===== config.mk =====
export PLATFORM = sky130hd
export DESIGN_NAME = wred_sum_unit
export DESIGN_NICKNAME = d
export VERILOG_FILES = /design/src/rtl/wred_pkg.sv /design/src/rtl/wred_decode.sv /design/src/rtl/wred_extend.sv /design/src/rtl/wred_sum_unit.sv
export SDC_FILE = /design/constraint.sdc
export NUM_CORES = 1
export LEC_CHECK = 0
export ABC_AREA = 0
export BUFFER_PORTS_ARGS = -buffer_cell sky130_fd_sc_hd__buf_2
export CORE_MARGIN = 4
export CORE_UTILIZATION = 25
export CTS_BUF_LIST = sky130_fd_sc_hd__clkbuf_2
export DETAILED_ROUTE_END_ITERATION = 8
export GPL_ROUTABILITY_DRIVEN = 0
export PLACE_DENSITY = 0.42
export SYNTH_ARGS = -nofsm -noshare
export SYNTH_HDL_FRONTEND = slang
export SYNTH_SLANG_ARGS = --single-unit

===== constraint.sdc =====
create_clock -name clk -period 9.4 [get_ports clk]
set_input_delay 1.88 -clock clk [delete_from_list [all_inputs] [get_ports clk]]
set_output_delay 1.88 -clock clk [all_outputs]
set_load 0.01 [all_outputs]

===== src/rtl/wred_pkg.sv =====
package wred_pkg;
    // Selector codes for the two widening sum forms; bit 0 marks the signed form.
    localparam logic [5:0] F6_WSUMU = 6'b110000;
    localparam logic [5:0] F6_WSUM  = 6'b110001;

    typedef enum logic {
        ST_IDLE = 1'b0,
        ST_RUN  = 1'b1
    } wred_st_e;
endpackage


===== src/rtl/wred_decode.sv =====
module wred_decode
    import wred_pkg::*;
#(
    parameter int NUM_SEW = 3
) (
    input  logic [5:0] funct6_i,
    input  logic [1:0] sew_i,
    input  logic       cfg_legal_i,
    output logic       legal_o,
    output logic       signed_o
);
    logic op_ok;
    logic sew_ok;

    always_comb begin
        op_ok    = (funct6_i == F6_WSUMU) || (funct6_i == F6_WSUM);
        sew_ok   = (int'(sew_i) < NUM_SEW);
        legal_o  = cfg_legal_i && op_ok && sew_ok;
        signed_o = (funct6_i == F6_WSUM);
    end
endmodule


===== src/rtl/wred_extend.sv =====
module wred_extend #(
    parameter int ELEM_W  = 32,
    parameter int ACC_W   = 64,
    parameter int NUM_SEW = 3
) (
    input  logic [ELEM_W-1:0] elem_i,
    input  logic [1:0]        sew_i,
    input  logic              sgn_i,
    output logic [ACC_W-1:0]  ext_o
);
    logic [NUM_SEW-1:0][ACC_W-1:0] cand;

    // One widened candidate per supported element width.
    for (genvar g = 0; g < NUM_SEW; g++) begin : g_width
        localparam int W = 8 << g;
        assign cand[g] = {{(ACC_W-W){sgn_i & elem_i[W-1]}}, elem_i[W-1:0]};
    end

    always_comb begin
        ext_o = '0;
        for (int k = 0; k < NUM_SEW; k++) begin
            if (int'(sew_i) == k) begin
                ext_o = cand[k];
            end
        end
    end
endmodule


===== src/rtl/wred_sum_unit.sv =====
module wred_sum_unit
    import wred_pkg::*;
#(
    parameter int MAX_SEW = 32,
    parameter int MAX_VL  = 64,
    parameter int VL_W    = $clog2(MAX_VL + 1)
) (
    input  logic                   clk,
    input  logic                   rst_n,
    input  logic                   start_i,
    input  logic [5:0]             funct6_i,
    input  logic                   vm_i,
    input  logic [VL_W-1:0]        vl_i,
    input  logic [1:0]             sew_i,
    input  logic                   cfg_legal_i,
    input  logic [MAX_VL-1:0]      mask_i,
    input  logic [2*MAX_SEW-1:0]   seed_i,
    input  logic                   elem_valid_i,
    input  logic [MAX_SEW-1:0]     elem_data_i,
    output logic                   busy_o,
    output logic                   done_o,
    output logic                   illegal_o,
    output logic                   result_we_o,
    output logic                   vstart_clr_o,
    output logic [2*MAX_SEW-1:0]   result_o
);
    localparam int ACC_W   = 2 * MAX_SEW;
    localparam int NUM_SEW = $clog2(MAX_SEW / 8) + 1;
    localparam int IDX_W   = (MAX_VL > 1) ? $clog2(MAX_VL) : 1;

    typedef struct packed {
        wred_st_e          st;
        logic [ACC_W-1:0]  acc;
        logic [VL_W-1:0]   idx;
        logic [VL_W-1:0]   vl;
        logic              vm;
        logic [1:0]        sew;
        logic [MAX_VL-1:0] mask;
        logic              sgn;
        logic              done;
        logic              ill;
        logic              wr;
    } wred_state_t;

    wred_state_t st_d, st_q;

    logic             dec_legal;
    logic             dec_signed;
    logic [ACC_W-1:0] elem_ext;
    logic             elem_on;

    // Keeps only the low 2*SEW bits of the accumulator.
    function automatic logic [ACC_W-1:0] width_mask(input logic [1:0] s);
        int w;
        w = 16 << int'(s);
        if (w >= ACC_W) begin
            return {ACC_W{1'b1}};
        end
        return {ACC_W{1'b1}} >> (ACC_W - w);
    endfunction

    wred_decode #(
        .NUM_SEW (NUM_SEW)
    ) u_decode (
        .funct6_i    (funct6_i),
        .sew_i       (sew_i),
        .cfg_legal_i (cfg_legal_i),
        .legal_o     (dec_legal),
        .signed_o    (dec_signed)
    );

    wred_extend #(
        .ELEM_W  (MAX_SEW),
        .ACC_W   (ACC_W),
        .NUM_SEW (NUM_SEW)
    ) u_extend (
        .elem_i (elem_data_i),
        .sew_i  (st_q.sew),
        .sgn_i  (st_q.sgn),
        .ext_o  (elem_ext)
    );

    always_comb begin
        st_d      = st_q;
        st_d.done = 1'b0;
        st_d.ill  = 1'b0;
        st_d.wr   = 1'b0;
        elem_on   = st_q.vm || st_q.mask[st_q.idx[IDX_W-1:0]];

        unique case (st_q.st)
            ST_IDLE: begin
                if (start_i) begin
                    if (!dec_legal) begin
                        st_d.done = 1'b1;
                        st_d.ill  = 1'b1;
                    end else if (vl_i == '0) begin
                        st_d.done = 1'b1;
                    end else begin
                        st_d.st   = ST_RUN;
                        st_d.acc  = seed_i & width_mask(sew_i);
                        st_d.idx  = '0;
                        st_d.vl   = vl_i;
                        st_d.vm   = vm_i;
                        st_d.sew  = sew_i;
                        st_d.mask = mask_i;
                        st_d.sgn  = dec_signed;
                    end
                end
            end
            ST_RUN: begin
                if (elem_valid_i) begin
                    if (elem_on) begin
                        st_d.acc = (st_q.acc + elem_ext) & width_mask(st_q.sew);
                    end
                    st_d.idx = st_q.idx + 1'b1;
                    if (st_q.idx == st_q.vl - 1'b1) begin
                        st_d.st   = ST_IDLE;
                        st_d.done = 1'b1;
                        st_d.wr   = 1'b1;
                    end
                end
            end
            default: st_d.st = ST_IDLE;
        endcase
    end

    always_ff @(posedge clk or negedge rst_n) begin
        if (!rst_n) begin
            st_q <= '0;
        end else begin
            st_q <= st_d;
        end
    end

    assign busy_o       = (st_q.st == ST_RUN);
    assign done_o       = st_q.done;
    assign illegal_o    = st_q.ill;
    assign result_we_o  = st_q.wr;
    assign vstart_clr_o = st_q.done & ~st_q.ill;
    assign result_o     = st_q.acc;
endmodule


Yosys cells after proc, flatten, opt, wreduce, memory -nomap -nowiden. Index checks and enable logic that the tools add are counted.

Add/sub/neg operators: 5. Magnitude comparators: 4. Equality and inequality tests: 10. Shift-type cells: 4. Multiplexer cells: 40. Bitwise logic cells: 9. Reductions and logical operators: 9.

Operators by type and width (number): 64-bit two-way mux (15); 147-bit two-way mux (2); 149-bit two-way mux (1); 72-bit case mux with 2 select lines (1); 64-bit AND (2); 64-bit by 32-bit >> shifter with 64-bit output, first input constant (2); 72-bit two-way mux (1); 64-bit adder (1); 32-bit by 8-bit >= comparator with 1-bit output, second input constant (2); 5-bit by 2-bit left shift with 32-bit output, first input constant (2); 8-bit by 32-bit subtractor with 32-bit output, first input constant (2); 1-bit two-way mux (18); 6-bit equality test, second input constant (2); 2-bit != test, second input constant (4); 4-bit AND reduction (2); 7-bit by 1-bit adder with 7-bit output, second input constant (1); 7-bit equality test (1); 7-bit logical NOT (1); 6-bit by 7-bit less-than comparator with 1-bit output, second input constant (1); 7-bit by 1-bit subtractor with 7-bit output, second input constant (1); 1-bit binary-select mux with 6-bit select (1); 5-bit AND reduction (1); 1-bit AND (4); 2-bit equality test, second input constant (2); 7 further kinds (11).

Register bits after elaboration: 150. Input port bits: 181. Output and inout bits: 69. Logic and storage cells: 92.

Depth between registers and ports, before layout.
Depth after elaboration: 17. Mapped depth: 18. Gate-level depth less buffers: 16.

Hierarchy. A second synthesis with hierarchy kept.

Cell total of the unflattened synthesis: 1440. Area, all modules: 11780.0 µm².

Modules (own cells, without submodules): wred_sum_unit (instances 1, cells each 1340, area an instance 11024.3 µm²); wred_extend (instances 1, cells each 95, area an instance 716.9 µm²); wred_decode (instances 1, cells each 5, area an instance 38.8 µm²).

Worst setup path before layout. Ideal clock, no wire load.

Kind: input to register. From: input port elem_data_i[7]. To: register st_q (netlist bit result_o[63]). Library setup time: 0.087 ns. Data arrival time: 5.524 ns. Data required time: 9.313 ns. Slack: 3.789 ns. Stages on the path: 17. Path buffers: 1. Cell sequence: a21oi_1 o21ai_1 o21a_1 o21ai_0 inv_1 ha_1 clkbuf_1 a21o_1 a21o_1 a221o_1 a31oi_1 nor2_1 a311oi_1 a31oi_1 mux2i_1 a2111o_1 o211ai_1.

Cells in the longest elaborated chain, start to end: 9.

Ends and longest elaborated chain: from (decl) (RTL line wred_sum_unit.sv:19) `input logic [MAX_SEW-1:0] elem_data_i,`; 1-bit AND (RTL line wred_extend.sv:16) `assign cand[g] = {{(ACC_W-W){sgn_i & elem_i[W-1]}}, elem_i[W-1:0]};`; 64-bit two-way mux (2 in a row) (RTL line wred_extend.sv:22) `if (int'(sew_i) == k) begin`; 64-bit two-way mux * (RTL line wred_extend.sv:22); 64-bit adder * (RTL line wred_sum_unit.sv:113) `st_d.acc = (st_q.acc + elem_ext) & width_mask(st_q.sew);`; 64-bit AND * (RTL line wred_sum_unit.sv:113); 64-bit two-way mux * (RTL line wred_sum_unit.sv:112) `if (elem_on) begin`; 72-bit two-way mux * (RTL line wred_sum_unit.sv:111) `if (elem_valid_i) begin`; 72-bit case mux with 2 select lines * (RTL line wred_sum_unit.sv:90) `unique case (st_q.st)`; to (signal assigned) (RTL line wred_sum_unit.sv:131) `st_q <= st_d;`; to (decl) (RTL line wred_sum_unit.sv:45) `wred_state_t st_d, st_q;`.

Every way passes the cells marked *; elsewhere a longest branch is shown, timed or not. The select of a mux whose other input is x is not followed. A chain may end at the register's enable or synchronous reset.

Worst setup path after layout.
From: register st_q[69] (netlist name). To: register st_q (netlist bit result_o[61]).

Cells in the longest elaborated chain, start to end: 14. Elaborated cells between the ends (all ways): 23.

Ends and longest elaborated chain (RTL line): parallel branches: the longest is 10 deep, another holds 8-bit by 32-bit subtractor with 32-bit output; 64-bit AND * (wred_sum_unit.sv:113); 64-bit two-way mux * (wred_sum_unit.sv:112); 72-bit two-way mux * (wred_sum_unit.sv:111); 72-bit case mux with 2 select lines * (wred_sum_unit.sv:90).

Mark *: on every way between the ends. The select of a mux whose other input is x is not followed.

==> impl_metrics.csv <==
group,metric,value,unit
detailed_routing,routedWlPerCell,18.7,um
cts,postCtsHoldBufs,0,
pwr,pwr-share-clk,18.8,%
pwr,switching_share,44.2,%
synthesis,synth_top_family_by_area,"compound AO/OA/AOI/OAI gates",
synthesis,synth.distinct_cells,63,
floorplan,die_x,223,um
detailed_routing,viasPerCell,4.90,
floorplan,die_area,49900,um^2
global_routing,grt_max_degree,73,
cts,clk_latency,1.04,ns
global_routing,grt_pass1_wl,63.2,mm
synthesis,async_flop_share,100,%
flow_run,drv_cap,0,
global_routing,grt_usage,16.3,%
place,port_buffers,249,
pwr,seqPwrFrac,39.8,%
synthesis,synth_compound_area_share,21.7,%
cells_and_area,multi_input_area,6960,um^2
worst_setup_path,crit_required,10.37,ns
synthesis,muxShareOfSynthArea,4.87,%
timing,finalCritPeriodShare,53.5,%
synthesis,synth_seq_area_share,32.4,%
min_path,hold_path_class,"register to register",
pwr,p_int,0.00125,W
detailed_routing,firstDrtPassIters,4,
place,hpwl,31.1,mm
cts,htree_levels,4,
timing,slew_headroom,28.9,%
synthesis,synthCells,1435,
worst_setup_path,crit_arrival,6.00,ns
floorplan,io_pins,250,
pwr,combPwrFrac,41.4,%
synthesis,synth_xor_area_share,4.46,%
place,placed_area,12900,um^2
pwr,power.density,170,nW/um^2
timing,setup_viol,0,
pwr,p_total,0.00223,W
pwr,switchingPower,0.000985,W
cts,cts-root-buf,"clkbuf_2",
pwr,p_leak,6.57,nW
detailed_routing,num_vias,10700,
run_status,status,"complete, no violations",
cts,clock_path_buffers,2,
worst_setup_path,cp-start-kind,"register",
synthesis,synth_warnings,0,
synthesis,synth-edff-count,0,
cts,cts_buffers,17,
cells_and_area,drive_gt1_share,20.8,%
global_routing,antenna_found_initial,10,
detailed_routing,ant_nets,0,
detailed_routing,drt_iter0_markers,611,
synthesis,synth_fp_nets,1690,
floorplan,die-height,223,um
floorplan,rows,78,
cts,path_clk_slew,0.29,ns
cells_and_area,nFillCells,4975,
global_routing,grt_pass1_vias,10800,
timing,worst_pin_slew,1.07,ns
cts,post_cts_resized,0,
synthesis,synth_flop_cell,"dfrtp_1",
worst_setup_path,worst_setup_path_end_kind,"register",
timing,max_freq,0.199,GHz
timing,finalSetupTns,0,ns
timing,period_needed,5.03,ns
detailed_routing,drc,0,
cells_and_area,final_area,13200,um^2
timing,fin_hold_ws,0.504,ns
cts,clock_sinks,150,
worst_setup_path,crit_type,"register to register",
cells_and_area,seqCellArea,3750,um^2
cells_and_area,finalNetCount,1829,
timing,hold_viol,0,
synthesis,syn_area,11600,um^2
cells_and_area,syn_to_final_growth,13.5,%
synthesis,synth_fa_ha_area_share,8.05,%
detailed_routing,routed_wirelength,41.0,mm
timing,fin_skew,0.0502,ns
global_routing,gr-total-overflow,0,
floorplan,core-area,45600,um^2
synthesis,yosys.area_share.simple,20.8,%
worst_setup_path,cp_max_fo,33,
synthesis,ys_ff_latch,150,
floorplan,initial_core_util,25.4,%
pwr,peakVddDrop,74.3,uV
synthesis,avgSynthCellArea,8.08,um^2
cts,cts_tree,"built",
timing,report.final.slew_viol_count,0,
cts,cts_setup_buffers,0,
timing,rsz0062_at_grt,"no",
-- synth_stat cells, drive strengths merged (11+ instances only) --
master | instances | area (um^2)
nand2 | 347 | 1300
dfrtp | 150 | 3750
o21ai | 108 | 541
a21oi | 105 | 526
buf | 80 | 574
ha | 73 | 913
nor2 | 67 | 251
clkbuf | 64 | 241
a22oi | 46 | 345
a21o | 40 | 300
xor2 | 32 | 280
xnor2 | 27 | 236
nand4 | 23 | 144
inv | 21 | 78.8
mux4 | 21 | 473
nand3 | 21 | 105
nor3 | 21 | 116
o21a | 21 | 158
a31oi | 17 | 106
and2 | 17 | 106
and3 | 16 | 100
o21bai | 15 | 113
a221oi | 11 | 103
-- layer usage --
metal | global-route usage (%) | up-vias | share of wire (%)
li1 | - | 5305 | -
met5 | 0 | - | 0.16
met1 | 22.1 | 5092 | 47
met3 | 4.01 | 48 | 5.6
met2 | 25.8 | 287 | 45
met4 | 5.05 | 12 | 1.8
-- registers in the layout, indices dropped and copies added (netlist names) --
| register | cells |
|---|---|
| result_we_o | 1 |
| illegal_o | 1 |
| st_q | 82 |
| busy_o | 1 |
| done_o | 1 |
| result_o | 64 |
-- metrics by stage --
step | setup WS [ns] | instances | utilization (%)
final | 4.37 | 2191 | 28.9
after global routing | 3.83 | 2190 | 28.9
after CTS | 4.31 | 2187 | 28.9
after detailed placement | 3.41 | 2155 | 28.3
after global placement | 3.39 | 2155 | 28.3
after floorplan | 3.79 | 1435 | -
-- final timing paths --
path                                from           end  cells after the start  slack, ns
worst min register to register  st_q[63]      st_q[63]                      2       0.50
worst min-delay path            st_q[63]      st_q[63]                      2       0.50
worst max register to register  st_q[69]  result_o[61]                     13       4.37
max in group asynchronous          rst_n      st_q[82]                      3       6.76
worst max-delay path            st_q[69]  result_o[61]                     13       4.37
min in group asynchronous          rst_n  result_o[17]                      1       0.78
-- critical path, stage by stage (launching register included) --
cell	delay, ns
dfrtp_1	0.78
nand2b_1	0.55
o21ai_0	0.58
inv_1	0.08
buf_4	0.27
ha_1	0.42
nand4_1	0.17
nand2b_1	0.20
or4_1	0.59
a2111oi_0	0.47
o21ai_0	0.32
o31a_1	0.33
mux2i_1	0.14
a21oi_1	0.07
-- power by group through the flow --
stage	clock network (W)	logic [W]	registers, W
final	0.000420	0.000923	0.000888
after global routing	0.000477	0.00103	0.000907
after CTS	0.000454	0.000939	0.000892
after detailed placement	0	0.000935	0.000904
after global placement	0	0.000930	0.000903
after floorplan	0	0.000732	0.000824
-- layout make-up --
class	count	area share (%)
flip-flops and latches	150	28.5
inverters	21	0.599
well taps	600	5.71
multi-input cells	1120	52.9
clock buffers	18	0.685
repair buffers	264	10.4
clock inverters	14	1.13
diodes	4	0.0761
-- cells by family after synthesis --
logic type / count (synthesis)
simple gates: 554
compound gates: 403
buf+inv: 165
flops: 150
fa+ha+maj: 74
xor+xnor: 59
mux: 30
-- placed cells by master (no fill, tap or decap), types with 15 or more instances in the layout --
master / synthesis / layout
buf_2: 9 / 248
nand2_1: 347 / 347
nor3_1: 20 / 20
ha_1: 73 / 73
a21oi_1: 105 / 104
and3_1: 16 / 15
nand3_1: 21 / 20
a22oi_1: 46 / 46
xor2_1: 32 / 32
buf_4: 68 / 15
nor2_1: 67 / 67
a31oi_1: 17 / 17
a21o_1: 40 / 39
mux4_2: 21 / 21
o21a_1: 21 / 21
nand4_1: 23 / 23
inv_1: 21 / 21
o21bai_1: 15 / 15
xnor2_1: 27 / 27
and2_1: 17 / 17
o21ai_0: 107 / 107
dfrtp_1: 150 / 150
clkbuf_2: 1 / 18
Power figures use the tool's default switching activity.
